File: src/rtl/wip_pkg.sv
package wip_pkg;

  typedef enum logic [3:0] {
    ST_IDLE,
    ST_ADDR,
    ST_ADDR_ACK,
    ST_INSTR,
    ST_INSTR_ACK,
    ST_DATA,
    ST_DATA_ACK,
    ST_RD_BYTE,
    ST_RD_ACK,
    ST_DONE
  } frame_st_t;

endpackage

File: src/rtl/wip_line_sync.sv
module wip_line_sync #(
  parameter int STAGES = 2
) (
  input  logic clk,
  input  logic rst_n,
  input  logic scl_i,
  input  logic sda_i,
  output logic scl_s,
  output logic sda_s,
  output logic scl_rise,
  output logic scl_fall,
  output logic start_det,
  output logic stop_det
);

  logic [1:0] pipe_q [STAGES];
  logic [1:0] prev_q;

  always_ff @(posedge clk or negedge rst_n) begin
    if (!rst_n) pipe_q[0] <= 2'b11;
    else        pipe_q[0] <= {scl_i, sda_i};
  end

  for (genvar g = 1; g < STAGES; g++) begin : g_stage
    always_ff @(posedge clk or negedge rst_n) begin
      if (!rst_n) pipe_q[g] <= 2'b11;
      else        pipe_q[g] <= pipe_q[g-1];
    end
  end

  always_ff @(posedge clk or negedge rst_n) begin
    if (!rst_n) prev_q <= 2'b11;
    else        prev_q <= pipe_q[STAGES-1];
  end

  assign scl_s     = pipe_q[STAGES-1][1];
  assign sda_s     = pipe_q[STAGES-1][0];
  assign scl_rise  = scl_s & ~prev_q[1];
  assign scl_fall  = ~scl_s & prev_q[1];
  assign start_det = scl_s & prev_q[1] & prev_q[0] & ~sda_s;
  assign stop_det  = scl_s & prev_q[1] & ~prev_q[0] & sda_s;

endmodule

File: src/rtl/wip_frame_fsm.sv
module wip_frame_fsm
  import wip_pkg::*;
#(
  parameter int                 DATA_W    = 8,
  parameter int                 VAL_W     = 6,
  parameter int                 ADDR_HI_W = 6,
  parameter logic [ADDR_HI_W-1:0] ADDR_HI = 6'b010110
) (
  input  logic              clk,
  input  logic              rst_n,
  input  logic              scl_s,
  input  logic              sda_s,
  input  logic              scl_rise,
  input  logic              scl_fall,
  input  logic              start_det,
  input  logic              stop_det,
  input  logic              strap_a0,
  input  logic [DATA_W-1:0] tx_byte,
  output logic              sda_oe,
  output logic              commit,
  output logic [VAL_W-1:0]  commit_val,
  output logic              commit_otp
);

  localparam int CNT_W = $clog2(DATA_W + 1);
  localparam logic [CNT_W-1:0] CNT_FULL = CNT_W'(DATA_W);
  localparam logic [CNT_W-1:0] CNT_LAST = CNT_W'(DATA_W - 1);

  frame_st_t         state_q, state_d;
  logic [CNT_W-1:0]  cnt_q, cnt_d;
  logic [DATA_W-1:0] sh_q, sh_d;
  logic [DATA_W-1:0] tx_q, tx_d;
  logic              rw_q, rw_d;
  logic              otp_q, otp_d;

  always_comb begin
    state_d = state_q;
    cnt_d   = cnt_q;
    sh_d    = sh_q;
    tx_d    = tx_q;
    rw_d    = rw_q;
    otp_d   = otp_q;
    commit  = 1'b0;
    if (start_det) begin
      state_d = ST_ADDR;
      cnt_d   = '0;
    end else if (stop_det) begin
      state_d = ST_IDLE;
      cnt_d   = '0;
    end else begin
      case (state_q)
        ST_ADDR, ST_INSTR, ST_DATA: begin
          if (scl_rise) begin
            sh_d  = {sh_q[DATA_W-2:0], sda_s};
            cnt_d = cnt_q + 1'b1;
          end else if (scl_fall && cnt_q == CNT_FULL) begin
            cnt_d = '0;
            if (state_q == ST_ADDR) begin
              if (sh_q[DATA_W-1:1] == {ADDR_HI, strap_a0}) begin
                rw_d    = sh_q[0];
                state_d = ST_ADDR_ACK;
              end else begin
                state_d = ST_DONE;
              end
            end else if (state_q == ST_INSTR) begin
              otp_d   = sh_q[DATA_W-1];
              state_d = ST_INSTR_ACK;
            end else begin
              state_d = ST_DATA_ACK;
            end
          end
        end
        ST_ADDR_ACK: begin
          if (scl_fall) begin
            if (rw_q) begin
              tx_d    = tx_byte;
              state_d = ST_RD_BYTE;
            end else begin
              state_d = ST_INSTR;
            end
          end
        end
        ST_INSTR_ACK: begin
          if (scl_fall) state_d = ST_DATA;
        end
        ST_DATA_ACK: begin
          if (scl_fall) begin
            commit  = 1'b1;
            state_d = ST_DONE;
          end
        end
        ST_RD_BYTE: begin
          if (scl_fall) begin
            tx_d  = {tx_q[DATA_W-2:0], 1'b0};
            cnt_d = cnt_q + 1'b1;
            if (cnt_q == CNT_LAST) begin
              cnt_d   = '0;
              state_d = ST_RD_ACK;
            end
          end
        end
        ST_RD_ACK: begin
          if (scl_fall) state_d = ST_DONE;
        end
        default: ;
      endcase
    end
  end

  always_ff @(posedge clk or negedge rst_n) begin
    if (!rst_n) begin
      state_q <= ST_IDLE;
      cnt_q   <= '0;
      sh_q    <= '0;
      tx_q    <= '0;
      rw_q    <= 1'b0;
      otp_q   <= 1'b0;
    end else begin
      state_q <= state_d;
      cnt_q   <= cnt_d;
      sh_q    <= sh_d;
      tx_q    <= tx_d;
      rw_q    <= rw_d;
      otp_q   <= otp_d;
    end
  end

  assign sda_oe = (state_q == ST_ADDR_ACK) || (state_q == ST_INSTR_ACK) ||
                  (state_q == ST_DATA_ACK) ||
                  ((state_q == ST_RD_BYTE) && !tx_q[DATA_W-1]);
  assign commit_val = sh_q[VAL_W-1:0];
  assign commit_otp = otp_q;

  // the pull-down only moves while the sampled bus clock is low
  a_r4_oe_moves_clk_low: assert property (@(posedge clk) disable iff (!rst_n)
    !$stable(sda_oe) |-> !scl_s);

  // a stop always leaves the data line released
  a_r1_stop_releases: assert property (@(posedge clk) disable iff (!rst_n)
    stop_det |=> !sda_oe);

  // an update request appears only as a clock-low event
  a_r6_commit_on_fall: assert property (@(posedge clk) disable iff (!rst_n)
    commit |-> !scl_s);

endmodule

File: src/rtl/wip_store.sv
module wip_store #(
  parameter int               VAL_W     = 6,
  parameter logic [VAL_W-1:0] RESET_VAL = 6'd32
) (
  input  logic             clk,
  input  logic             rst_n,
  input  logic             commit,
  input  logic [VAL_W-1:0] commit_val,
  input  logic             commit_otp,
  output logic [VAL_W-1:0] wiper,
  output logic             locked
);

  logic [VAL_W-1:0] wiper_q, wiper_d;
  logic             lock_q, lock_d;
  logic             wr_en;

  assign wr_en = commit & ~lock_q;

  always_comb begin
    wiper_d = wiper_q;
    lock_d  = lock_q;
    if (wr_en) begin
      wiper_d = commit_val;
      lock_d  = commit_otp;
    end
  end

  always_ff @(posedge clk or negedge rst_n) begin
    if (!rst_n) begin
      wiper_q <= RESET_VAL;
      lock_q  <= 1'b0;
    end else begin
      wiper_q <= wiper_d;
      lock_q  <= lock_d;
    end
  end

  assign wiper  = wiper_q;
  assign locked = lock_q;

  // once programmed, the flag stays set until reset
  a_r8_lock_sticky: assert property (@(posedge clk) disable iff (!rst_n)
    lock_q |=> lock_q);

  // an update request while locked leaves the position alone
  a_r9_locked_hold: assert property (@(posedge clk) disable iff (!rst_n)
    (commit && lock_q) |=> $stable(wiper_q));

  // the position moves only in the cycle after an update request
  a_r6_update_only_on_commit: assert property (@(posedge clk) disable iff (!rst_n)
    !$stable(wiper_q) |-> $past(commit));

endmodule

File: src/rtl/wiper_i2c_slave.sv
module wiper_i2c_slave #(
  parameter int SYNC_STAGES = 2,
  parameter int DATA_W      = 8,
  parameter int VAL_W       = 6
) (
  input  logic             clk,
  input  logic             rst_ni,
  input  logic             scl_i,
  input  logic             sda_i,
  input  logic             strap_a0_i,
  output logic             sda_oe_o,
  output logic [VAL_W-1:0] wiper_o,
  output logic             locked_o
);

  localparam int STAT_W = DATA_W - VAL_W;
  localparam logic [VAL_W-1:0] MID_VAL = VAL_W'(1 << (VAL_W - 1));

  logic [1:0] rsync_q;
  logic       rst_n;

  always_ff @(posedge clk or negedge rst_ni) begin
    if (!rst_ni) rsync_q <= '0;
    else         rsync_q <= {rsync_q[0], 1'b1};
  end
  assign rst_n = rsync_q[1];

  logic scl_s, sda_s, scl_rise, scl_fall, start_det, stop_det;
  logic commit, commit_otp;
  logic [VAL_W-1:0]  commit_val;
  logic [DATA_W-1:0] tx_byte;

  wip_line_sync #(.STAGES(SYNC_STAGES)) u_sync (
    .clk       (clk),
    .rst_n     (rst_n),
    .scl_i     (scl_i),
    .sda_i     (sda_i),
    .scl_s     (scl_s),
    .sda_s     (sda_s),
    .scl_rise  (scl_rise),
    .scl_fall  (scl_fall),
    .start_det (start_det),
    .stop_det  (stop_det)
  );

  assign tx_byte = {{STAT_W{locked_o}}, wiper_o};

  wip_frame_fsm #(.DATA_W(DATA_W), .VAL_W(VAL_W)) u_fsm (
    .clk        (clk),
    .rst_n      (rst_n),
    .scl_s      (scl_s),
    .sda_s      (sda_s),
    .scl_rise   (scl_rise),
    .scl_fall   (scl_fall),
    .start_det  (start_det),
    .stop_det   (stop_det),
    .strap_a0   (strap_a0_i),
    .tx_byte    (tx_byte),
    .sda_oe     (sda_oe_o),
    .commit     (commit),
    .commit_val (commit_val),
    .commit_otp (commit_otp)
  );

  wip_store #(.VAL_W(VAL_W), .RESET_VAL(MID_VAL)) u_store (
    .clk        (clk),
    .rst_n      (rst_n),
    .commit     (commit),
    .commit_val (commit_val),
    .commit_otp (commit_otp),
    .wiper      (wiper_o),
    .locked     (locked_o)
  );

endmodule

File: config.mk
export PLATFORM = sky130hd
export DESIGN_NAME = wiper_i2c_slave
export DESIGN_NICKNAME = d
export VERILOG_FILES = /design/src/rtl/wip_pkg.sv /design/src/rtl/wip_line_sync.sv /design/src/rtl/wip_frame_fsm.sv /design/src/rtl/wip_store.sv /design/src/rtl/wiper_i2c_slave.sv
export SDC_FILE = /design/constraint.sdc
export NUM_CORES = 1
export LEC_CHECK = 0
export CORE_MARGIN = 5
export CORE_UTILIZATION = 52
export CTS_BUF_LIST = sky130_fd_sc_hd__clkbuf_8
export DETAILED_ROUTE_END_ITERATION = 16
export PLACE_DENSITY = 0.71
export SYNTH_ARGS = -nofsm -noshare
export SYNTH_HDL_FRONTEND = slang
export SYNTH_SLANG_ARGS = --single-unit
File: constraint.sdc
create_clock -name clk -period 2.75 [get_ports clk]
set_clock_uncertainty 0.15 [all_clocks]
set_input_delay 0.55 -clock clk [delete_from_list [all_inputs] [get_ports clk]]
set_output_delay 0.55 -clock clk [all_outputs]
set_load 0.005 [all_outputs]
==> impl_metrics.json <==
{
  "critical_path_required_ns": 2.05,
  "fp-row-count": 22,
  "power_per_cell_area_nw_per_um2": 876.7,
  "wire_per_inst_um": 15.47,
  "power.internal_uw": 1361,
  "number_of_global_route_vias_before_repair": 1440,
  "drv_cap": 0,
  "fin_hold_ws_ns": 0.07043,
  "synth-main-ff-cell": "dfrtp_1",
  "post_drt_via_cell_ratio": 5.659,
  "grt_antenna_before_repair": 0,
  "start_util_pct": 54.61,
  "summed_instance_area_of_the_synthesized_netlist_um2": 2044,
  "routed-via-count": 1409,
  "max_freq_ghz": 0.4035,
  "drt_wl_total_mm": 3.852,
  "clk_pin_slew_ns": 0.07,
  "worstPathArrival_ns": 1.78,
  "antennaDiodeCount": 0,
  "slew_viol_final": 0,
  "die_x_um": 72.70,
  "final_tns_setup_ns": 0,
  "grt_setup_unrepaired": "false",
  "period_share_pct": 90.13,
  "initialDrtViolationCount": 116,
  "slowest_cp_cell": "clkdlybuf4s50_1",
  "post_route_met1_wirelength_mm": 1.746,
  "place_hpwl_mm": 2.870,
  "die_y_um": 72.70,
  "period_needed_ns": 2.479,
  "post-synth-top-area-cell": "dfrtp_1",
  "ys.warnings.count": 0,
  "flow.area_growth_from_synthesis_pct": 13.77,
  "synth.avg_cell_area_um2": 11.05,
  "layout.filler_cells": 316,
  "post-synth-top-area-fraction_pct": 41.62,
  "max_stage_delay_ns": 0.52,
  "synth_cell_types": 52,
  "grt_pass1_wl_mm": 6.906,
  "finish.net_count": 207,
  "synth_top_cells_by_count": "dfrtp_1 (34), nand2_1 (20), o21ai_1 (12)",
  "maxUsedRoutingLayer": "met4",
  "htree_levels": 2,
  "path_delay_family": "buffers and inverters",
  "worst-r2r-cell-count": 3,
  "power_frac_clock_pct": 24.1,
  "postSynthRegisterBits": 41,
  "report.final.hold_viol_count": 0,
  "critical_path_buf_inv_count": 2,
  "tritoncts": "yes",
  "grt.total_usage_pct": 16.85,
  "core_area_um2": 3744,
  "pin_count_of_the_biggest_net_entering_global_routing": 33,
  "grt_remaining_overflow": 0,
  "hold_path.class": "flip-flop to async pin",
  "wire_length_on_met2_mm": 1.881,
  "numPortBuffers": 12,
  "worst-path-max-fanout": 11,
  "drcViolationCount": 0,
  "synth-edff-count": 0,
  "netlist_instances": 185,
  "synthTopCellsByArea": "dfrtp_1 (42%), dfstp_2 (9.0%), mux2_2 (5.5%)",
  "library_cell_with_the_highest_instance_count_after_synthesis": "dfrtp_1",
  "p_leak_uw": 0.0009882,
  "asyncSetResetFlopFracSynth_pct": 100.0,
  "cells_along_the_critical_path": "inv_1, o21ai_0, nand2_1, a21oi_1, clkdlybuf4s50_1",
  "drt_pre_antenna_iters": 4,
  "seq_area_frac_synth_pct": 50.61,
  "antenna_violating_nets_post_route": 0,
  "final_layout_size_suffix_gt1_share_pct": 21.39,
  "switching_share_pct": 33.28,
  "seq_power_share_pct": 44.1,
  "pin_count": 13,
  "path_depth": 5,
  "place_worst_setup_slack_ns": 0.4580,
  "status": "completed",
  "gp_congestion": 0.8450,
  "cts_inserted_buffers": 5,
  "max-clock-path-buffers": 2,
  "number_of_setup_violations_in_the_final_report": 0,
  "wl_met3_um": 203,
  "vdd_ir_drop_max_mv": 0.4768,
  "p_sw_uw": 678.6,
  "insertion_delay_ns": 0.29,
  "setup.worst_path.class": "flip-flop to output port",
  "fin_ws_ns": 0.2714,
  "cp-end-kind": "output port",
  "numClockSinks": 41,
  "mappedNetlistNets": 192,
  "ctsRootBufferMaster": "clkbuf_8",
  "comb_power_share_pct": 31.9,
  "layout.core_utilization_pct": 62.13,
  "cts_setup_buffers": 0,
  "fp.dieArea_um2": 5285,
  "critPathLaunchType": "flip-flop"
}
[power by group through the flow]
stage / sequential, uW / clock (uW) / combinational, uW
floorplan: 820 / 0 / 537
global placement: 897 / 0 / 633
detailed placement: 910 / 0 / 641
CTS: 896 / 502 / 652
global route: 925 / 537 / 721
finish: 898 / 491 / 650
[stage by stage]
| step | cells | power [uW] | area, um2 |
|---|---|---|---|
| floorplan | 185 | 1358 | 2044 |
| global placement | 240 | 1530 | 2198 |
| detailed placement | 240 | 1551 | 2198 |
| CTS | 249 | 2049 | 2325 |
| global route | 249 | 2183 | 2326 |
| finish | 249 | 2039 | 2326 |
[flip-flops by register name (all words and copies together), names as in the netlist, 2 cells and up]
| name | cells |
|---|---|
| u_fsm.sh_q | 8 |
| u_fsm.tx_q | 8 |
| u_store.wiper | 6 |
| u_fsm.cnt_q | 4 |
| u_fsm.state_q | 4 |
| rsync_q | 2 |
| u_sync.pipe_q | 2 |
| u_sync.prev_q | 2 |
[layer usage]
layer / GRT usage (%) / up-vias
met4: 4.918 / 0
li1: - / 684
met1: 22.76 / 683
met5: 0 / -
met3: 4.545 / 4
met2: 26.55 / 38
[worst register-to-register path, delay by kind of cell, from the launching register on]
kind          cells  cell delay (ns)
flops             1             0.52
mux               1             0.37
simple gates      2             0.99
[what timing repair did]
| item | in CTS | in global routing |
|---|---|---|
| endpoints found under the setup margin | 0 | 1 |
| hold endpoints to repair | 6 | 0 |
| gates resized for setup | 0 | 1 |
| hold buffers | 1 | 0 |
[logic make-up (layout without fill, tap and decap cells)]
| kind of cell | count (synthesis) | in the layout | share of synthesized area, % |
|---|---|---|---|
| flops | 41 | 41 | 50.61 |
| simple gates | 62 | 62 | 16.71 |
| mux | 25 | 25 | 14.38 |
| xor+xnor | 3 | 3 | 1.285 |
| other cells | 1 | 1 | 0.1834 |
| fa+ha+maj | 2 | 2 | 1.224 |
| compound gates | 36 | 36 | 11.93 |
| buf+inv | 15 | 31 | 3.672 |
[cells in the final DEF (no fill, tap or decap), types with 3 or more instances in the layout]
cell,netlist,layout
a21oi_1,5,5
buf_4,2,3
clkbuf_8,0,6
clkdlybuf4s50_1,0,12
dfrtp_1,34,33
dfstp_2,7,7
inv_1,7,8
mux2_2,10,10
mux2_4,6,6
mux2i_1,8,8
nand2_1,20,20
nand2b_1,3,3
nand3_1,10,10
nor2_1,8,8
o21ai_0,3,3
o21ai_1,12,12
[final timing paths]
kind | from | endpoint | slack (ns)
max | u_fsm.state_q[2]$_DFFE_PN0P_ | sda_oe_o | 0.27
min | rsync_q[1]$_DFF_PN0_ | u_sync.pipe_q[3]$_DFF_PN1_ | 0.07
max reg2reg | u_fsm.state_q[0]$_DFFE_PN0P_ | u_store.wiper[1]$_DFFE_PN0P_ | 0.61
min reg2reg | rsync_q[1]$_DFF_PN0_ | u_sync.pipe_q[3]$_DFF_PN1_ | 0.07
max in group asynchronous | rsync_q[1]$_DFF_PN0_ | u_fsm.state_q[1]$_DFFE_PN0P_ | 1.68
min in group clk | rsync_q[0]$_DFF_PN0_ | rsync_q[1]$_DFF_PN0_ | 0.20
[cell type report]
type / instances / area, um2 / share of cell area (%)
Timing Repair Buffer: 16 / 152.6 / 6.563
Inverter: 7 / 26.28 / 1.130
Sequential cell: 41 / 1036 / 44.54
Multi-Input combinational cell: 129 / 934.6 / 40.18
Clock inverter: 2 / 33.78 / 1.452
Tap cell: 48 / 60.06 / 2.582
Clock buffer: 6 / 82.58 / 3.550
Note: power is estimated with default switching activity, not from simulation.
